==> config.mk <==
export PLATFORM = sky130hd
export DESIGN_NAME = mcu_core
export DESIGN_NICKNAME = d
export VERILOG_FILES = /design/src/rtl/mcu_pkg.sv /design/src/rtl/mcu_rom.sv /design/src/rtl/mcu_regfile.sv /design/src/rtl/mcu_uart_tx.sv /design/src/rtl/mcu_core.sv
export SDC_FILE = /design/constraint.sdc
export NUM_CORES = 1
export LEC_CHECK = 0
export CAP_MARGIN = 0
export CELL_PAD_IN_SITES_DETAIL_PLACEMENT = 0
export CELL_PAD_IN_SITES_GLOBAL_PLACEMENT = 1
export CORE_UTILIZATION = 28
export CTS_CLUSTER_DIAMETER = 40
export DETAILED_ROUTE_END_ITERATION = 10
export GPL_ROUTABILITY_DRIVEN = 0
export PLACE_DENSITY = 0.57
export SYNTH_ARGS = -nofsm -noshare
export SYNTH_HDL_FRONTEND = slang
export SYNTH_HIERARCHICAL = 1
export SYNTH_SLANG_ARGS = --single-unit
==> constraint.sdc <==
create_clock -name clk_i -period 4.3 [get_ports clk_i]
set_input_delay 0.86 -clock clk_i [delete_from_list [all_inputs] [get_ports clk_i]]
set_output_delay 0.86 -clock clk_i [all_outputs]
set_load 0.05 [all_outputs]
==> src/rtl/mcu_pkg.sv <==
package mcu_pkg;
  localparam int ROM_DEPTH = 32;
  localparam int INSTR_W   = 16;
  localparam int DATA_W    = 8;
  localparam int NUM_REGS  = 8;

  localparam logic [3:0] OP_NOP = 4'd0;
  localparam logic [3:0] OP_LDI = 4'd1;
  localparam logic [3:0] OP_ADD = 4'd2;
  localparam logic [3:0] OP_MOV = 4'd3;
  localparam logic [3:0] OP_OUT = 4'd4;
  localparam logic [3:0] OP_HLT = 4'd5;

  typedef enum logic [2:0] {
    ST_IDLE, ST_FETCH, ST_DECODE, ST_EXEC, ST_WB, ST_HALT
  } state_e;

  function automatic logic [15:0] enc_r(logic [3:0] op, logic [2:0] rd,
                                        logic [2:0] ra, logic [2:0] rb);
    return {op, rd, ra, rb, 3'b000};
  endfunction

  function automatic logic [15:0] enc_i(logic [3:0] op, logic [2:0] rd,
                                        logic [7:0] imm);
    return {op, rd, 1'b0, imm};
  endfunction

  function automatic logic [ROM_DEPTH*INSTR_W-1:0] default_prog();
    logic [ROM_DEPTH*INSTR_W-1:0] p;
    p = '0;
    p[ 0*16 +: 16] = enc_i(OP_LDI, 3'd1, 8'd1);
    p[ 1*16 +: 16] = enc_i(OP_LDI, 3'd2, 8'd1);
    p[ 2*16 +: 16] = enc_r(OP_ADD, 3'd3, 3'd1, 3'd2);
    p[ 3*16 +: 16] = enc_r(OP_ADD, 3'd4, 3'd2, 3'd3);
    p[ 4*16 +: 16] = enc_r(OP_ADD, 3'd5, 3'd3, 3'd4);
    p[ 5*16 +: 16] = enc_r(OP_ADD, 3'd6, 3'd4, 3'd5);
    p[ 6*16 +: 16] = enc_r(OP_MOV, 3'd7, 3'd6, 3'd0);
    p[ 7*16 +: 16] = enc_i(OP_LDI, 3'd5, 8'h30);
    p[ 8*16 +: 16] = enc_r(OP_ADD, 3'd4, 3'd7, 3'd5);
    p[ 9*16 +: 16] = enc_r(OP_OUT, 3'd0, 3'd4, 3'd0);
    p[10*16 +: 16] = enc_r(OP_HLT, 3'd0, 3'd0, 3'd0);
    return p;
  endfunction
endpackage

==> src/rtl/mcu_rom.sv <==
module mcu_rom #(
  parameter int DEPTH  = 32,
  parameter int WIDTH  = 16,
  parameter logic [DEPTH*WIDTH-1:0] IMAGE = '0,
  localparam int AW = $clog2(DEPTH)
) (
  input  logic [AW-1:0]    addr_i,
  output logic [WIDTH-1:0] data_o
);
  assign data_o = IMAGE[addr_i*WIDTH +: WIDTH];
endmodule

==> src/rtl/mcu_regfile.sv <==
module mcu_regfile #(
  parameter int NREGS = 8,
  parameter int DW    = 8,
  localparam int AW   = $clog2(NREGS)
) (
  input  logic          clk_i,
  input  logic          rst_ni,
  input  logic          we_i,
  input  logic [AW-1:0] waddr_i,
  input  logic [DW-1:0] wdata_i,
  input  logic [AW-1:0] raddr_a_i,
  input  logic [AW-1:0] raddr_b_i,
  output logic [DW-1:0] rdata_a_o,
  output logic [DW-1:0] rdata_b_o,
  output logic [DW-1:0] last_o
);
  logic [DW-1:0] rf_q [NREGS];

  always_ff @(posedge clk_i or negedge rst_ni) begin
    if (!rst_ni) begin
      for (int i = 0; i < NREGS; i++) rf_q[i] <= '0;
    end else if (we_i) begin
      rf_q[waddr_i] <= wdata_i;
    end
  end

  assign rdata_a_o = rf_q[raddr_a_i];
  assign rdata_b_o = rf_q[raddr_b_i];
  assign last_o    = rf_q[NREGS-1];
endmodule

==> src/rtl/mcu_uart_tx.sv <==
module mcu_uart_tx #(
  parameter int DW    = 8,
  parameter int DIV_W = 16
) (
  input  logic             clk_i,
  input  logic             rst_ni,
  input  logic [DIV_W-1:0] div_i,
  input  logic             send_i,
  input  logic [DW-1:0]    data_i,
  output logic             busy_o,
  output logic             tx_o
);
  localparam int FRAME_W = DW + 2;
  localparam int CNT_W   = $clog2(FRAME_W + 1);

  logic               busy_q;
  logic [FRAME_W-1:0] shift_q;
  logic [DIV_W-1:0]   div_q, tick_q;
  logic [CNT_W-1:0]   nbit_q;

  always_ff @(posedge clk_i or negedge rst_ni) begin
    if (!rst_ni) begin
      busy_q  <= 1'b0;
      shift_q <= '1;
      div_q   <= '0;
      tick_q  <= '0;
      nbit_q  <= '0;
    end else if (send_i && !busy_q) begin
      busy_q  <= 1'b1;
      shift_q <= {1'b1, data_i, 1'b0};
      div_q   <= div_i;
      tick_q  <= '0;
      nbit_q  <= '0;
    end else if (busy_q) begin
      if (tick_q == div_q) begin
        tick_q  <= '0;
        shift_q <= {1'b1, shift_q[FRAME_W-1:1]};
        if (nbit_q == CNT_W'(FRAME_W - 1)) busy_q <= 1'b0;
        else                               nbit_q <= nbit_q + 1'b1;
      end else begin
        tick_q <= tick_q + 1'b1;
      end
    end
  end

  assign busy_o = busy_q;
  assign tx_o   = busy_q ? shift_q[0] : 1'b1;
endmodule

==> src/rtl/mcu_core.sv <==
module mcu_core #(
  parameter int ROM_DEPTH = mcu_pkg::ROM_DEPTH,
  parameter int INSTR_W   = mcu_pkg::INSTR_W,
  parameter int DATA_W    = mcu_pkg::DATA_W,
  parameter int NUM_REGS  = mcu_pkg::NUM_REGS,
  parameter int DIV_W     = 16,
  parameter logic [ROM_DEPTH*INSTR_W-1:0] PROG = mcu_pkg::default_prog(),
  localparam int PC_W = $clog2(ROM_DEPTH),
  localparam int RA_W = $clog2(NUM_REGS)
) (
  input  logic              clk_i,
  input  logic              rst_ni,
  input  logic              start_i,
  input  logic [DIV_W-1:0]  baud_div_i,
  output logic [DATA_W-1:0] r7_o,
  output logic [PC_W-1:0]   pc_o,
  output logic              halted_o,
  output logic              tx_o
);
  import mcu_pkg::*;

  localparam int RD_LSB = INSTR_W - 4 - RA_W;
  localparam int RA_LSB = RD_LSB - RA_W;
  localparam int RB_LSB = RA_LSB - RA_W;

  state_e              state_q;
  logic [PC_W-1:0]     pc_q;
  logic [INSTR_W-1:0]  ir_q, rom_data;
  logic [DATA_W-1:0]   opa_q, opb_q, res_q, rd_a, rd_b;
  logic                sent_q, tx_busy, tx_send, rf_we;

  logic [3:0]          op;
  logic [RA_W-1:0]     rd_f, ra_f, rb_f;
  logic [DATA_W-1:0]   imm_f;

  assign op    = ir_q[INSTR_W-1 -: 4];
  assign rd_f  = ir_q[RD_LSB +: RA_W];
  assign ra_f  = ir_q[RA_LSB +: RA_W];
  assign rb_f  = ir_q[RB_LSB +: RA_W];
  assign imm_f = ir_q[DATA_W-1:0];

  mcu_rom #(.DEPTH(ROM_DEPTH), .WIDTH(INSTR_W), .IMAGE(PROG)) u_rom (
    .addr_i (pc_q),
    .data_o (rom_data)
  );

  assign rf_we = (state_q == ST_WB) &&
                 (op == OP_LDI || op == OP_ADD || op == OP_MOV);

  mcu_regfile #(.NREGS(NUM_REGS), .DW(DATA_W)) u_rf (
    .clk_i     (clk_i),
    .rst_ni    (rst_ni),
    .we_i      (rf_we),
    .waddr_i   (rd_f),
    .wdata_i   (res_q),
    .raddr_a_i (ra_f),
    .raddr_b_i (rb_f),
    .rdata_a_o (rd_a),
    .rdata_b_o (rd_b),
    .last_o    (r7_o)
  );

  assign tx_send = (state_q == ST_EXEC) && (op == OP_OUT) && !sent_q && !tx_busy;

  mcu_uart_tx #(.DW(DATA_W), .DIV_W(DIV_W)) u_tx (
    .clk_i  (clk_i),
    .rst_ni (rst_ni),
    .div_i  (baud_div_i),
    .send_i (tx_send),
    .data_i (opa_q),
    .busy_o (tx_busy),
    .tx_o   (tx_o)
  );

  always_ff @(posedge clk_i or negedge rst_ni) begin
    if (!rst_ni) begin
      state_q <= ST_IDLE;
      pc_q    <= '0;
      ir_q    <= '0;
      opa_q   <= '0;
      opb_q   <= '0;
      res_q   <= '0;
      sent_q  <= 1'b0;
    end else begin
      unique case (state_q)
        ST_IDLE:   if (start_i) state_q <= ST_FETCH;
        ST_FETCH: begin
          ir_q    <= rom_data;
          state_q <= ST_DECODE;
        end
        ST_DECODE: begin
          opa_q   <= rd_a;
          opb_q   <= rd_b;
          state_q <= ST_EXEC;
        end
        ST_EXEC: begin
          if (op == OP_OUT) begin
            // hold here until the frame has left the line
            if (!sent_q) begin
              if (!tx_busy) sent_q <= 1'b1;
            end else if (!tx_busy) begin
              sent_q  <= 1'b0;
              state_q <= ST_WB;
            end
          end else begin
            state_q <= ST_WB;
            case (op)
              OP_LDI:  res_q <= imm_f;
              OP_ADD:  res_q <= opa_q + opb_q;
              OP_MOV:  res_q <= opa_q;
              default: res_q <= res_q;
            endcase
          end
        end
        ST_WB: begin
          if (op == OP_HLT) begin
            state_q <= ST_HALT;
          end else begin
            pc_q    <= pc_q + 1'b1;
            state_q <= ST_FETCH;
          end
        end
        ST_HALT:   state_q <= ST_HALT;
        default:   state_q <= ST_IDLE;
      endcase
    end
  end

  assign pc_o     = pc_q;
  assign halted_o = (state_q == ST_HALT);
endmodule

==> impl_metrics.py, run 1 <==
metrics = {
    "hold_path": {
        "hold_path_class": "in -> async",
    },
    "cts": {
        "post_cts_resize_count": 0,
        "cts_max_level": 4,
        "clock_tree_from_tritoncts": "done",
        "cts-root-to-sink-buffers": 2,
        "clk_latency_ns": 0.44,
        "clock_tree.root_cell": "sky130_fd_sc_hd__clkbuf_16",
        "postCtsSetupRepairBufs": 0,
        "clkTransAtPathRegs_ns": 0.08,
        "cts_made_buffers": 17,
        "tritoncts_num_sinks": 159,
        "total_of_hold_buffers_inserted_after_clock_tree_synthesis": 0,
    },
    "global_routing": {
        "grt_pass1_wl_um": 32600,
        "grt.met1_usage": 0.185,
        "grt_antenna_before_repair": 0,
        "grt.met3_usage": 0.0252,
        "grt_pass1_vias": 5646,
        "grt_util_met2": 0.216,
        "grt_util_all_layers": 0.135,
        "grt_overflow": 0,
        "largest_net_degree_at_the_start_of_global_routing": 63,
        "gr-max-usage-layer": "met2",
    },
    "sta": {
        "final.period_utilization": 0.687,
        "setup_violations": 0,
        "drv_slew": 0,
        "maxClockFrequency_mhz": 339,
        "layout_min_cycle_time_ns": 2.95,
        "tightestPinTransition_ns": 1.08,
        "finalHoldViolations": 0,
        "relSlewSlack": 0.278,
        "rsz0062_at_grt": "no",
        "tns_ns": 0,
        "clock_skew_ns": 0.0142,
    },
    "detailed_routing": {
        "route.detailed.vias_per_inst": 4.79,
        "routed_wl_per_cell_um": 17.8,
        "drt_drc_violations_left": 4,
        "router_iterations_before_antenna_repair": 7,
        "num_vias": 5432,
        "drt-initial-drc-count": 302,
        "route.antenna.remaining_nets": 0,
        "total_wire_length_after_detailed_routing_um": 20100,
    },
    "floorplanning": {
        "die_width_um": 179,
        "num_rows": 64,
        "floorplan.die_area_mm2": 0.0322,
        "die-height_um": 179,
        "initial_core_utilization": 0.286,
        "fp.coreArea_mm2": 0.0307,
        "io_pins": 34,
    },
    "synthesis": {
        "seq_area_frac_synth": 0.453,
        "yosys_most_used_dff": "sky130_fd_sc_hd__dfrtp_1",
        "synth-edff-count": 0,
        "synth-async-reset-ratio": 1.00,
        "yosysWarningCount": 6,
        "syn_area_per_cell_um2": 12.5,
        "postSynthCellCount": 706,
        "cell_area_after_synthesis_mm2": 0.00880,
        "post_synth_num_cell_types": 73,
        "ys_ff_latch": 159,
    },
    "final_layout": {
        "final_nets": 763,
        "area_growth_from_synthesis_to_layout_pct": 13.8,
        "multi_input_logic_area_mm2": 0.00441,
        "most-common-layout-cells": "sky130_fd_sc_hd__dfrtp_1 (150), sky130_fd_sc_hd__mux2_2 (111), sky130_fd_sc_hd__nand2_1 (83)",
        "final-seq-area_mm2": 0.00399,
        "antenna_diode_count": 0,
        "layout-drive-gt1-share": 0.273,
        "final_core_utilization": 0.326,
        "stdcell_count": 1133,
        "final_common_cell": "sky130_fd_sc_hd__dfrtp_1",
        "filler_cell_count": 3114,
    },
    "pwr": {
        "peakVddDrop_uv": 303,
        "static-leakage-power_nw": 4.49,
        "power_density_mw_per_mm2": 527,
    },
    "place": {
        "dpl.hpwl_um": 13700,
        "place_inst": 1101,
        "io_buffer_count": 33,
    },
    "worst_setup_path": {
        "r2r-start": "state_q[2]$_DFFE_PN0P_",
        "timing.rr.end": "u_tx/shift_q[8]$_DFFE_PN1P_",
        "worst_setup_start_kind": "flop",
        "endpoint_kind": "output port",
        "critical-path-top-delay-family": "buffers and inverters",
        "critPathKind": "reg -> out",
        "path_max_fanout": 19,
        "timing.critical_path.cells": "clkdlybuf4s50_1",
        "critical_path_required_ns": 3.44,
        "cp_slowest_cell": "sky130_fd_sc_hd__clkdlybuf4s50_1",
        "critPathArrivalTime_ns": 2.09,
        "critical_path_buf_inv_count": 1,
        "worst-r2r-setup-slack_ns": 1.40,
        "reg2reg_depth": 8,
        "crit_path_max_incr_delay_ns": 0.92,
    },
    "flow_run": {
        "max_cap_viols": 0,
    },
    "status": {
        "run_status": "finished, violations left",
        "failed_checks": "design-rule violations",
    },
}
## report_power, final
part / leakage (nW) / total [mW] / switching, mW / internal, mW
combinational: 2.14 / 1.43 / 0.689 / 0.743
sequential: 2.03 / 2.22 / 0.463 / 1.75
clock: 0.310 / 1.63 / 0.684 / 0.951
total: 4.49 / 5.28 / 1.84 / 3.45
## registers in the layout, summed over array words and instances, names as in the netlist
register	count
u_rf/rf_q	56
res_q	8
opa_q	8
pc_o	5
u_tx/nbit_q	4
u_tx/shift_q	9
sent_q	1
opb_q	8
ir_q	16
u_tx/tick_q	16
u_tx/busy_o	1
u_rf/last_o	8
state_q	3
u_tx/div_q	16
## synthesized netlist by cell type (12+ instances only)
cell type,n,area [um^2]
sky130_fd_sc_hd__dfrtp_1,150,3750
sky130_fd_sc_hd__mux2_2,111,1250
sky130_fd_sc_hd__nand2_1,83,312
sky130_fd_sc_hd__nor2_1,32,120
sky130_fd_sc_hd__mux4_1,29,762
sky130_fd_sc_hd__xor2_1,25,219
sky130_fd_sc_hd__o21ai_0,21,105
sky130_fd_sc_hd__ha_1,19,238
sky130_fd_sc_hd__inv_1,16,60.1
sky130_fd_sc_hd__a21oi_1,15,75.1
sky130_fd_sc_hd__buf_4,14,105
sky130_fd_sc_hd__buf_2,13,65.1
sky130_fd_sc_hd__mux2i_1,12,120
## stage by stage
stage	hold slack, ns	power (mW)	instance area (um^2)	setup WS, ns
floorplan	0.462	3.27	8810	1.91
global placement	0.483	3.70	9390	1.41
detailed placement	0.483	3.70	9390	1.32
CTS	0.448	5.37	10000	1.26
global route	0.466	5.62	10000	1.01
finish	0.423	5.28	10000	1.35
## kinds of logic after synthesis
group,synth area share
other,0.000426
xor gates and xnor gates,0.0358
adders and majority gates,0.0293
and+or+nand+nor,0.122
buffers and inverters,0.0479
DFF,0.453
AOI/OAI and AO/OA,0.0614
muxes,0.250
## final cells by class
class,instances,area share
flip-flops and latches,159,0.398
clock inverters,14,0.0191
clock buffers,18,0.0438
multi-input cells,485,0.440
inverters,16,0.00599
well taps,396,0.0494
repair buffers,45,0.0433
## per-layer routing
layer	vias up	routed length (um)
met2	59	9620
met1	2746	9740
met3	14	523
met4	0	257
met5	-	0
li1	2613	-
## worst max-delay path by stage
stage                     depth (start not counted)              startpoint  slack [ns]                           to
after floorplan                                  10  state_q[2]$_DFFE_PN0P_        1.91  u_tx/tick_q[15]$_DFFE_PN0P_
after global placement                            8  state_q[2]$_DFFE_PN0P_        1.41  u_tx/shift_q[8]$_DFFE_PN1P_
after detailed placement                          8  state_q[2]$_DFFE_PN0P_        1.32  u_tx/shift_q[8]$_DFFE_PN1P_
after CTS                                         3  state_q[1]$_DFFE_PN0P_        1.26                     halted_o
after global routing                              8  state_q[2]$_DFFE_PN0P_        1.01    u_tx/div_q[7]$_DFFE_PN0N_
final                                             1     pc_o[3]$_DFFE_PN0P_        1.35                      pc_o[3]
(Power assumes the default switching activity.)
==> run 2, diff against run 1 <==
--- a/config.mk
+++ b/config.mk
@@ -12,7 +12,7 @@
 export CTS_CLUSTER_DIAMETER = 40
 export DETAILED_ROUTE_END_ITERATION = 10
 export GPL_ROUTABILITY_DRIVEN = 0
-export PLACE_DENSITY = 0.57
+export PLACE_DENSITY = 0.59
 export SYNTH_ARGS = -nofsm -noshare
 export SYNTH_HDL_FRONTEND = slang
 export SYNTH_HIERARCHICAL = 1
==> constraint.sdc (replaced) <==
create_clock -name clk_i -period 2.54 [get_ports clk_i]
set_input_delay 0.508 -clock clk_i [delete_from_list [all_inputs] [get_ports clk_i]]
set_output_delay 0.508 -clock clk_i [all_outputs]
set_load 0.05 [all_outputs]
==> impl_metrics.py, run 2 (synthesis gave the netlist of run 1 again) <==
metrics = {
    "final_layout": {
        "final_common_cell": "sky130_fd_sc_hd__dfrtp_1",
        "largest_register": "u_rf/rf_q",
        "stdcell_count": 1154,
        "antenna_diode_count": 0,
        "final_nets": 784,
        "most-common-layout-cells": "sky130_fd_sc_hd__dfrtp_1 (150), sky130_fd_sc_hd__mux2_2 (111), sky130_fd_sc_hd__nand2_1 (83)",
        "largest_register_ffs": 56,
        "area_growth_from_synthesis_to_layout_pct": 15.1,
        "layout-drive-gt1-share": 0.292,
    },
    "cts": {
        "clock_tree.root_cell": "sky130_fd_sc_hd__clkbuf_16",
        "cts_made_buffers": 17,
        "postCtsSetupRepairBufs": 0,
        "clock_tree_from_tritoncts": "done",
        "cts-root-to-sink-buffers": 2,
        "cts_max_level": 4,
        "total_of_hold_buffers_inserted_after_clock_tree_synthesis": 0,
        "clkTransAtPathRegs_ns": 0.07,
        "clk_latency_ns": 0.44,
        "post_cts_resize_count": 0,
        "tritoncts_num_sinks": 159,
    },
    "hold_path": {
        "hold_path_class": "in -> async",
    },
    "global_routing": {
        "grt_pass1_vias": 5712,
        "grt_util_all_layers": 0.135,
        "grt_overflow": 0,
        "grt_antenna_before_repair": 0,
        "largest_net_degree_at_the_start_of_global_routing": 54,
        "grt_pass1_wl_um": 32500,
    },
    "sta": {
        "relSlewSlack": 0.456,
        "maxClockFrequency_mhz": 417,
        "finalHoldViolations": 0,
        "setup_violations": 0,
        "tightestPinTransition_ns": 0.816,
        "rsz0062_at_grt": "no",
        "tns_ns": 0,
        "layout_min_cycle_time_ns": 2.40,
        "drv_slew": 0,
        "final.period_utilization": 0.945,
        "clock_skew_ns": 0.0160,
    },
    "detailed_routing": {
        "routed_wl_per_cell_um": 17.3,
        "num_vias": 5543,
        "router_iterations_before_antenna_repair": 8,
        "total_wire_length_after_detailed_routing_um": 19900,
        "route.antenna.remaining_nets": 0,
        "drt-initial-drc-count": 310,
        "drt_drc_violations_left": 4,
        "route.detailed.vias_per_inst": 4.80,
    },
    "pwr": {
        "peakVddDrop_uv": 556,
        "internal_power_mw": 5.71,
        "pwr-share-comb": 0.313,
        "static-leakage-power_nw": 4.55,
        "power.share.switching": 0.348,
        "share_of_power_burned_in_the_clock_network": 0.286,
        "power_switching_mw": 3.05,
        "power_density_mw_per_mm2": 864,
        "pwr-share-seq": 0.402,
    },
    "worst_setup_path": {
        "critPathKind": "reg -> out",
        "crit_path_max_incr_delay_ns": 0.88,
        "endpoint_kind": "output port",
        "path_max_fanout": 11,
        "critical_path_required_ns": 2.03,
        "cp_slowest_cell": "sky130_fd_sc_hd__clkdlybuf4s50_1",
        "critical-path-top-delay-family": "buffers and inverters",
        "worst_setup_start_kind": "flop",
        "timing.critical_path.cells": "clkdlybuf4s50_1",
        "critical_path_buf_inv_count": 1,
        "critPathArrivalTime_ns": 1.89,
    },
    "floorplanning": {
        "fp.coreArea_mm2": 0.0307,
        "initial_core_utilization": 0.286,
        "die_width_um": 179,
        "floorplan.die_area_mm2": 0.0322,
        "num_rows": 64,
        "io_pins": 34,
        "die-height_um": 179,
    },
    "place": {
        "dpl.hpwl_um": 13200,
        "io_buffer_count": 33,
        "place_inst": 1122,
    },
    "flow_run": {
        "max_cap_viols": 0,
    },
    "status": {
        "run_status": "finished, violations left",
        "failed_checks": "design-rule violations",
    },
}
[run 2: cell types whose count changed in the layout (fill, tap and decap cells not counted), moves of 2 or more]
| cell | delta |
|---|---|
| sky130_fd_sc_hd__buf_4 | +21 |
| sky130_fd_sc_hd__clkinvlp_4 | +4 |
| sky130_fd_sc_hd__bufinv_16 | -2 |
| sky130_fd_sc_hd__clkbuf_1 | +2 |
| sky130_fd_sc_hd__clkinv_4 | -2 |
[run 2: path summary, 6_finish.rpt]
path	slack (ns)	cells after the start	from	to
setup reg to reg	0.32	8	state_q[2]$_DFFE_PN0P_	u_tx/tick_q[15]$_DFFE_PN0P_
max in group asynchronous	1.79	2	rst_ni	u_tx/shift_q[3]$_DFFE_PN1P_
hold reg to reg	0.49	2	u_tx/shift_q[8]$_DFFE_PN1P_	u_tx/shift_q[8]$_DFFE_PN1P_
hold / removal	0.03	1	rst_ni	pc_o[3]$_DFFE_PN0P_
setup / recovery	0.14	1	pc_o[1]$_DFFE_PN0P_	pc_o[1]
min in group clk_i	0.49	2	u_tx/shift_q[8]$_DFFE_PN1P_	u_tx/shift_q[8]$_DFFE_PN1P_
[run 2: cell type report]
cell class,count,area [um^2]
Timing Repair Buffer,66,602
Tap cell,396,495
Inverter,16,60.1
Multi-Input combinational cell,485,4410
Clock buffer,20,447
Fill cell,3119,20600
Clock inverter,12,124
Sequential cell,159,3990
[run 2: metal layers]
metal / global-route usage / up-vias / routed length [um]
met5: 0 / - / 0
met3: 0.0271 / 8 / 405
li1: - / 2670 / -
met1: 0.178 / 2822 / 9670
met2: 0.221 / 43 / 9700
met4: 0.0406 / 0 / 167
[run 2: power by group through the flow]
stage	clock, mW	sequential [mW]	combinational (mW)
after global routing	2.70	3.60	3.03
final	2.50	3.52	2.74
after detailed placement	0	3.57	2.75
after global placement	0	3.57	2.76
after floorplan	0	3.42	2.12
after CTS	2.59	3.53	2.78
[run 2: stage by stage]
stage	util	setup WS (ns)	power (mW)	hold slack [ns]	area [um^2]
global placement	0.311	0.362	6.33	0.474	9560
CTS	0.329	0.107	8.89	0.0444	10100
detailed placement	0.311	0.324	6.33	0.483	9560
floorplan	-	0.151	5.54	0.212	8810
global route	0.329	0.0623	9.32	0.0626	10100
finish	0.329	0.139	8.75	0.0295	10100
